`config.mk`:
```
export PLATFORM = sky130hd
export DESIGN_NAME = timer16
export DESIGN_NICKNAME = d
export VERILOG_FILES = /design/src/rtl/timer16.sv
export SDC_FILE = /design/constraint.sdc
export NUM_CORES = 1
export LEC_CHECK = 0
export ABC_AREA = 1
export CAP_MARGIN = 20
export CORE_ASPECT_RATIO = 0.7
export CORE_UTILIZATION = 30
export DETAILED_ROUTE_END_ITERATION = 7
export DONT_BUFFER_PORTS = 1
export GPL_TIMING_DRIVEN = 0
export SKIP_CTS_REPAIR_TIMING = 1
export SYNTH_ARGS = -nofsm -noshare
export SYNTH_HDL_FRONTEND = slang
export SYNTH_SLANG_ARGS = --single-unit
```
`constraint.sdc`:
```
create_clock -name clk -period 4.4 [get_ports clk]
set_clock_uncertainty 0.05 [all_clocks]
set_input_delay 0.88 -clock clk [delete_from_list [all_inputs] [get_ports clk]]
set_output_delay 0.88 -clock clk [all_outputs]
set_load 0.05 [all_outputs]
```
`src/rtl/timer16.sv`:
```
module timer16 #(
  parameter int FILT = 4
) (
  input  logic       clk,
  input  logic       rst_n,
  input  logic       wr_en,
  input  logic       rd_en,
  input  logic [3:0] addr,
  input  logic [7:0] wdata,
  output logic [7:0] rdata,
  input  logic       cap_in,
  output logic       pwm_a,
  output logic       pwm_b,
  output logic [4:0] flags
);
  localparam int HW = FILT - 1;

  logic [5:0]    ctrl;
  logic [15:0]   cnt, ocra, ocra_buf, ocrb, icr, top, a_eff;
  logic [7:0]    tmp;
  logic          cap_s, lvl, new_lvl, cap_evt, wrap, run;
  logic [HW-1:0] hist;
  logic [2:0]    mode;
  logic [4:0]    fl, fset, fclr;

  assign mode  = ctrl[2:0];
  assign run   = ctrl[5];
  assign a_eff = (mode == 3'd4) ? ocra : ocra_buf;

  always_comb begin
    case (mode)
      3'd1:    top = 16'h00FF;
      3'd2:    top = 16'h01FF;
      3'd3:    top = 16'h03FF;
      3'd4:    top = ocra;
      3'd5:    top = icr;
      default: top = 16'hFFFF;
    endcase
  end

  assign wrap    = run && (cnt == top);
  assign new_lvl = !ctrl[3] ? cap_s : ((hist == {HW{cap_s}}) ? cap_s : lvl);
  assign cap_evt = (new_lvl != lvl) && (new_lvl == ctrl[4]) && (mode != 3'd5);

  assign fset = {cap_evt, run && (cnt == ocrb), run && (cnt == a_eff),
                 run && (cnt == 16'hFFFF), wrap};
  assign fclr = (wr_en && addr == 4'd1) ? wdata[4:0] : 5'd0;
  assign flags = fl;

  assign pwm_a = (mode inside {3'd1, 3'd2, 3'd3, 3'd5}) && (cnt < a_eff);
  assign pwm_b = (mode inside {3'd1, 3'd2, 3'd3, 3'd4, 3'd5}) && (cnt < ocrb);

  always_comb begin
    case (addr)
      4'd0:    rdata = {2'b00, ctrl};
      4'd1:    rdata = {3'b000, fl};
      4'd2:    rdata = cnt[7:0];
      4'd4:    rdata = ocra_buf[7:0];
      4'd6:    rdata = ocrb[7:0];
      4'd8:    rdata = icr[7:0];
      4'd3, 4'd5, 4'd7, 4'd9: rdata = tmp;
      default: rdata = 8'h00;
    endcase
  end

  always_ff @(posedge clk) begin
    if (!rst_n) begin
      ctrl <= '0; cnt <= '0; ocra <= '0; ocra_buf <= '0; ocrb <= '0; icr <= '0;
      tmp <= '0; cap_s <= 1'b0; lvl <= 1'b0; hist <= '0; fl <= '0;
    end else begin
      cap_s <= cap_in;
      hist  <= {hist[HW-2:0], cap_s};
      lvl   <= new_lvl;
      fl    <= (fl & ~fclr) | fset;

      if (wr_en && addr == 4'd0) ctrl <= wdata[5:0];

      if (wr_en && addr == 4'd2) cnt <= {tmp, wdata};
      else if (run)              cnt <= wrap ? 16'd0 : cnt + 16'd1;

      if (wr_en && addr == 4'd4) ocra_buf <= {tmp, wdata};
      if (mode != 3'd4 || wrap)  ocra <= ocra_buf;

      if (wr_en && addr == 4'd6) ocrb <= {tmp, wdata};

      if (wr_en && addr == 4'd8) icr <= {tmp, wdata};
      else if (cap_evt)          icr <= cnt;

      if (wr_en && (addr inside {4'd3, 4'd5, 4'd7, 4'd9}))
        tmp <= wdata;
      else if (rd_en && !wr_en) begin
        case (addr)
          4'd2:    tmp <= cnt[15:8];
          4'd4:    tmp <= ocra_buf[15:8];
          4'd6:    tmp <= ocrb[15:8];
          4'd8:    tmp <= icr[15:8];
          default: tmp <= tmp;
        endcase
      end
    end
  end
endmodule

```
# Yosys cells after proc, flatten, opt, wreduce, memory -nomap -nowiden
# Cells that the tools add are included.
[totals]
reg_bits = 104
[classes]
muxes = 14
eq_ne = 23
n_reduce_logical = 28
n_bitwise = 3
add_sub_neg = 1
order_cmp = 2
[op_table]
columns = ["cell", "n"]
rows = [
  ["$mux 16", 6],
  ["$pmux 16 s5", 1],
  ["$pmux 8 s7", 1],
  ["$eq 16x16->1", 3],
  ["$lt 16x16->1", 2],
  ["$pmux 8 s4", 1],
  ["$add 16x1->16 const B", 1],
  ["$eq 16x16->1 const B", 1],
  ["$eq 4x3->1 const B", 4],
  ["$logic_and 1x1->1", 16],
  ["$mux 8", 2],
  ["$reduce_bool 5->1", 2],
  ["$eq 4x2->1 const B", 2],
  ["$eq 4x4->1 const B", 2],
  ["$reduce_bool 4->1", 2],
  ["$eq 3x2->1 const B", 2],
  ["$eq 3x3->1 const B", 2],
  ["$ne 3x3->1 const B", 2],
  ["$reduce_bool 2->1", 3],
  ["$and 5x5->5", 1],
  ["$mux 5", 1],
  ["$not 5->5", 1],
  ["$or 5x5->5", 1],
  ["$eq 4x1->1 const B", 1],
  ["10 further kinds", 11],
]

# Depth between registers and ports, before layout
[logic_depth]
word_depth = 8
mapped_depth = 16
ltp_nobuf = 14

# Worst setup path after synthesis
# No wires, ideal clock.
[synth_timing]
path_type = "register -> output"
start = "reg ctrl[1]"
end = "out pwm_a"
path_stages_with_launch = 15
path_buffers = 3
t_required_ns = 3.470
slack_ns = 0.098
arrival_time_ns = 3.372
path_cell_list = "dfxtp_1 > inv_2 > nand2_2 > nor2_2 > buf_4 > clkbuf_1 > clkbuf_1 > o21ai_0 > inv_1 > ha_1 > a21oi_1 > o21a_1 > o221ai_1 > a21oi_1 > a21boi_0"
[synth_via]
elab_chain_cells = 4
elab_cells_between_ends = 9
cone_classes = "order compare: 1; eq/ne: 5; mux: 1; reduce/logical: 2"
[synth_rtl]
columns = ["item", "line_no", "source"]
rows = [
  ["from (decl)", "18", "logic [5:0] ctrl;"],
  ["from (signal assigned)", "76", "if (wr_en && addr == 4'd0) ctrl <= wdata[5:0];"],
  ["$eq 3x3->1", "28", "assign a_eff = (mode == 3'd4) ? ocra : ocra_buf;"],
  ["$mux 16", "28", ""],
  ["$lt 16x16->1", "50", "assign pwm_a = (mode inside {3'd1, 3'd2, 3'd3, 3'd5}) && (cnt < a_eff);"],
  ["$logic_and 1x1->1 (*)", "50", ""],
  ["to (decl)", "12", "output logic pwm_a,"],
]
# Mark *: on every way between the ends. The rest lies on a longest branch, timed or not.

# Worst setup path after layout
# Ends and elaborated chain as after synthesis.

==> out/qor.yml <==
run_status: "complete, no violations"
synth-main-ff-cell: "dfxtp_1"
grt_pass1_vias: 6216
timing_hold_violations_final: 0
die-area_mm2: 0.02212
dr.pass1.iters: 5
fmax_mhz: 234.8
post_drt_wl_per_cell_um: 21.44
finalCriticalPeriod_ns: 4.259
syn_avg_cell_area_um2: 6.588
vias: 7233
port_buffers: 0
cts_max_path_buffers: 2
irDropWorstVdd_mv: 0.1631
initialDrtViolationCount: 939
synth.most_common_cell: "nand2_1"
reg2reg_setup_slack_ns: 1.48
grt_start_max_net_pins: 17
dp_hpwl_um: 22170
drtAntennaViolNets: 0
nFillCells: 2292
antenna_found_initial: 1
viasPerCell: 5.682
cts_root_buf: "clkbuf_16"
synthXorXnorAreaFrac_pct: 1.357
p_sw_share_pct: 27.61
finalCritPeriodShare_pct: 96.79
grt_setup_unrepaired: "false"
hold_path.class: "reg -> reg"
worst_slew_pin_slew_ns: 1.097
cp.required_ns: 3.47
crit_slowest_cell: "a21boi_4"
finalNetCount: 1042
yosysSeqAreaShare_pct: 32.25
r2r_end: "flags[2]"
total_power_mw: 2.100
cp.buffers_inverters: 5
synth_area_mm2: 0.006456
overflow: 0
criticalPathCategory: "reg -> out"
synth-edff-count: 0
timing.rr.start: "ctrl[1]"
synth.largest_area_cell: "dfxtp_1"
grt_pass1_wl_um: 39810
drv_cap: 0
slew_headroom_pct: 26.41
power.density_mw_per_mm2: 293.2
power_frac_seq_pct: 46.9
core_area_mm2: 0.02092
clock_sinks: 104
ff2ff_path_depth: 13
synth_mux_area_share_pct: 0
ys_top_cells_by_count: "170 x nand2_1, 141 x inv_1, 118 x a21oi_1"
p_int_mw: 1.520
yosysWarnings: 0
synth_nets: 1030
clkPwrFrac_pct: 42.1
synth-seq-cells: 104
start_util_pct: 30.86
drive_above_1_share_pct: 4.112
min_to: "hist[2]"
gp_congestion: 1.005
end_kind: "output port"
drc: 0
rows: 44
critical_path.max_fanout: 10
combPwrFrac_pct: 10.9
synth.area.top_cells: "dfxtp_1 32%, nand2_1 9.9%, a21oi_1 9.1%"
synthesis.instances: 980
pre_cts_ws_ns: -0.6841
cpLargestDelayFamily: "buffers and inverters"
die_w_um: 177.3
fin_ws_ns: 0.1414
synth_compound_gate_area_share_pct: 23.74
synth_top_area_share_pct: 32.25
worstHoldStart: "hist[1]"
power_switching_mw: 0.5797
yosys.area_share.simple_pct: 24.61
cts_buffers: 9
syn_to_final_growth_pct: 10.93
cts_max_level: 3
leakagePower_nw: 2.669
ios: 32
chipHeight_um: 124.7
start_kind: "flip-flop"
postSynth.asyncResetShare_pct: 0
maxSlewViolCount: 0
setup_viol: 0
wirelength_um: 27290
grt_use_total_pct: 24.52
cts.reportedPaths.clkPinSlew_ns: 0.07
slowest_delay_ns: 0.42
synth_adder_area_share_pct: 6.395
crit_arrival_ns: 3.33
ys_types: 35
whs_ns: 0.3875
cts_tree: "built"
crit_chain: "inv_4 > nand2_2 > nor2_4 > buf_4 > clkbuf_4 > buf_4 > o21ai_0 > inv_1 > ha_1 > nand4_1 > o221ai_1 > a21oi_1 > a21boi_4"
path_common_cell: "buf_4"
clk_latency_ns: 0.36
holdPathStages: 2
synth_top_family_by_area: "simple AND/OR/NAND/NOR gates"
antenna_cells: 0
==> metrics by stage <==
stage	setup TNS [ns]	util, %	cells	cell area (um2)
5_1_grt	0	34.23	1273	7162
4_1_cts	-1.084	34.06	1273	7124
6_report	0	34.23	1273	7162
3_3_place_gp	-1.084	32.51	1256	6802
3_5_place_dp	-0.6841	32.57	1257	6813
2_1_floorplan	0	-	980	6456
==> cells in the final DEF (no fill, tap or decap), drive strengths merged, types with 2 or more instances in the layout <==
master  Yosys  final
o21a        8      8
clkinv      0      2
a221oi     19     19
o211ai      2      2
nand3      90     90
o22ai      28     28
nand2     172    172
ha         33     33
dfxtp     104    104
nor3        6      6
buf        16     19
nand4      25     25
nor2       72     72
inv       143    144
o221ai      4      4
clkbuf     33     42
a31oi       4      4
o21ai      85     85
xor2       10     10
a21oi     119    119
bufinv      0      2
==> state kept, by name, indices dropped and copies added (netlist names) <==
register	cells
icr	16
ocra	16
ocrb	16
tmp	8
ocra_buf	16
hist	3
lvl	1
ctrl	6
cap_s	1
cnt	16
flags	5
==> worst min-delay path, cell delays in order, from the launching register on <==
cell and delay [ns]:
dfxtp_1 0.32, nand2_1 0.05, inv_1 0.03
==> logic make-up (layout without fill, tap and decap cells) <==
family	Yosys count	after routing
simple gates	368	368
fa+ha+maj	33	33
xor+xnor	10	10
flops	104	104
buf+inv	192	209
compound gates	273	273
==> cell type report <==
class | instances | area, um2 | area share (%)
Buffer | 49 | 226.5 | 3.162
Clock inverter | 5 | 78.83 | 1.101
Multi-Input combinational cell | 684 | 3643 | 50.87
Inverter | 143 | 539.3 | 7.530
Tap cell | 276 | 345.3 | 4.822
Clock buffer | 11 | 232.7 | 3.249
Timing Repair Buffer | 1 | 11.26 | 0.1572
Sequential cell | 104 | 2085 | 29.11
==> power groups by stage <==
stage / Combinational, mW / Clock [mW] / Sequential (mW)
floorplan: 0.145 / 0 / 0.996
global placement: 0.211 / 0 / 1.01
detailed placement: 0.213 / 0 / 1.01
CTS: 0.214 / 0.894 / 0.984
global route: 0.248 / 0.932 / 0.987
finish: 0.229 / 0.885 / 0.986
==> layer usage <==
metal | routed length [um] | vias up | track usage (%)
li1 | - | 3342 | -
met5 | 14 | - | 2.083
met3 | 4108 | 41 | 10.23
met2 | 10060 | 455 | 30.74
met1 | 12770 | 3393 | 37.54
met4 | 334 | 2 | 4.223
==> worst max-delay path by stage <==
stage	end	slack, ns	depth (start not counted)	startpoint
after floorplan	pwm_a	0.1	14	ctrl[1]
after global placement	pwm_a	-1.08	13	ctrl[1]
after detailed placement	pwm_a	-0.68	13	ctrl[1]
after CTS	pwm_a	-1.08	14	ctrl[1]
after global routing	pwm_a	0.007	13	ctrl[1]
final	pwm_a	0.14	13	ctrl[1]
No activity file was read; power rests on OpenSTA's default activity.
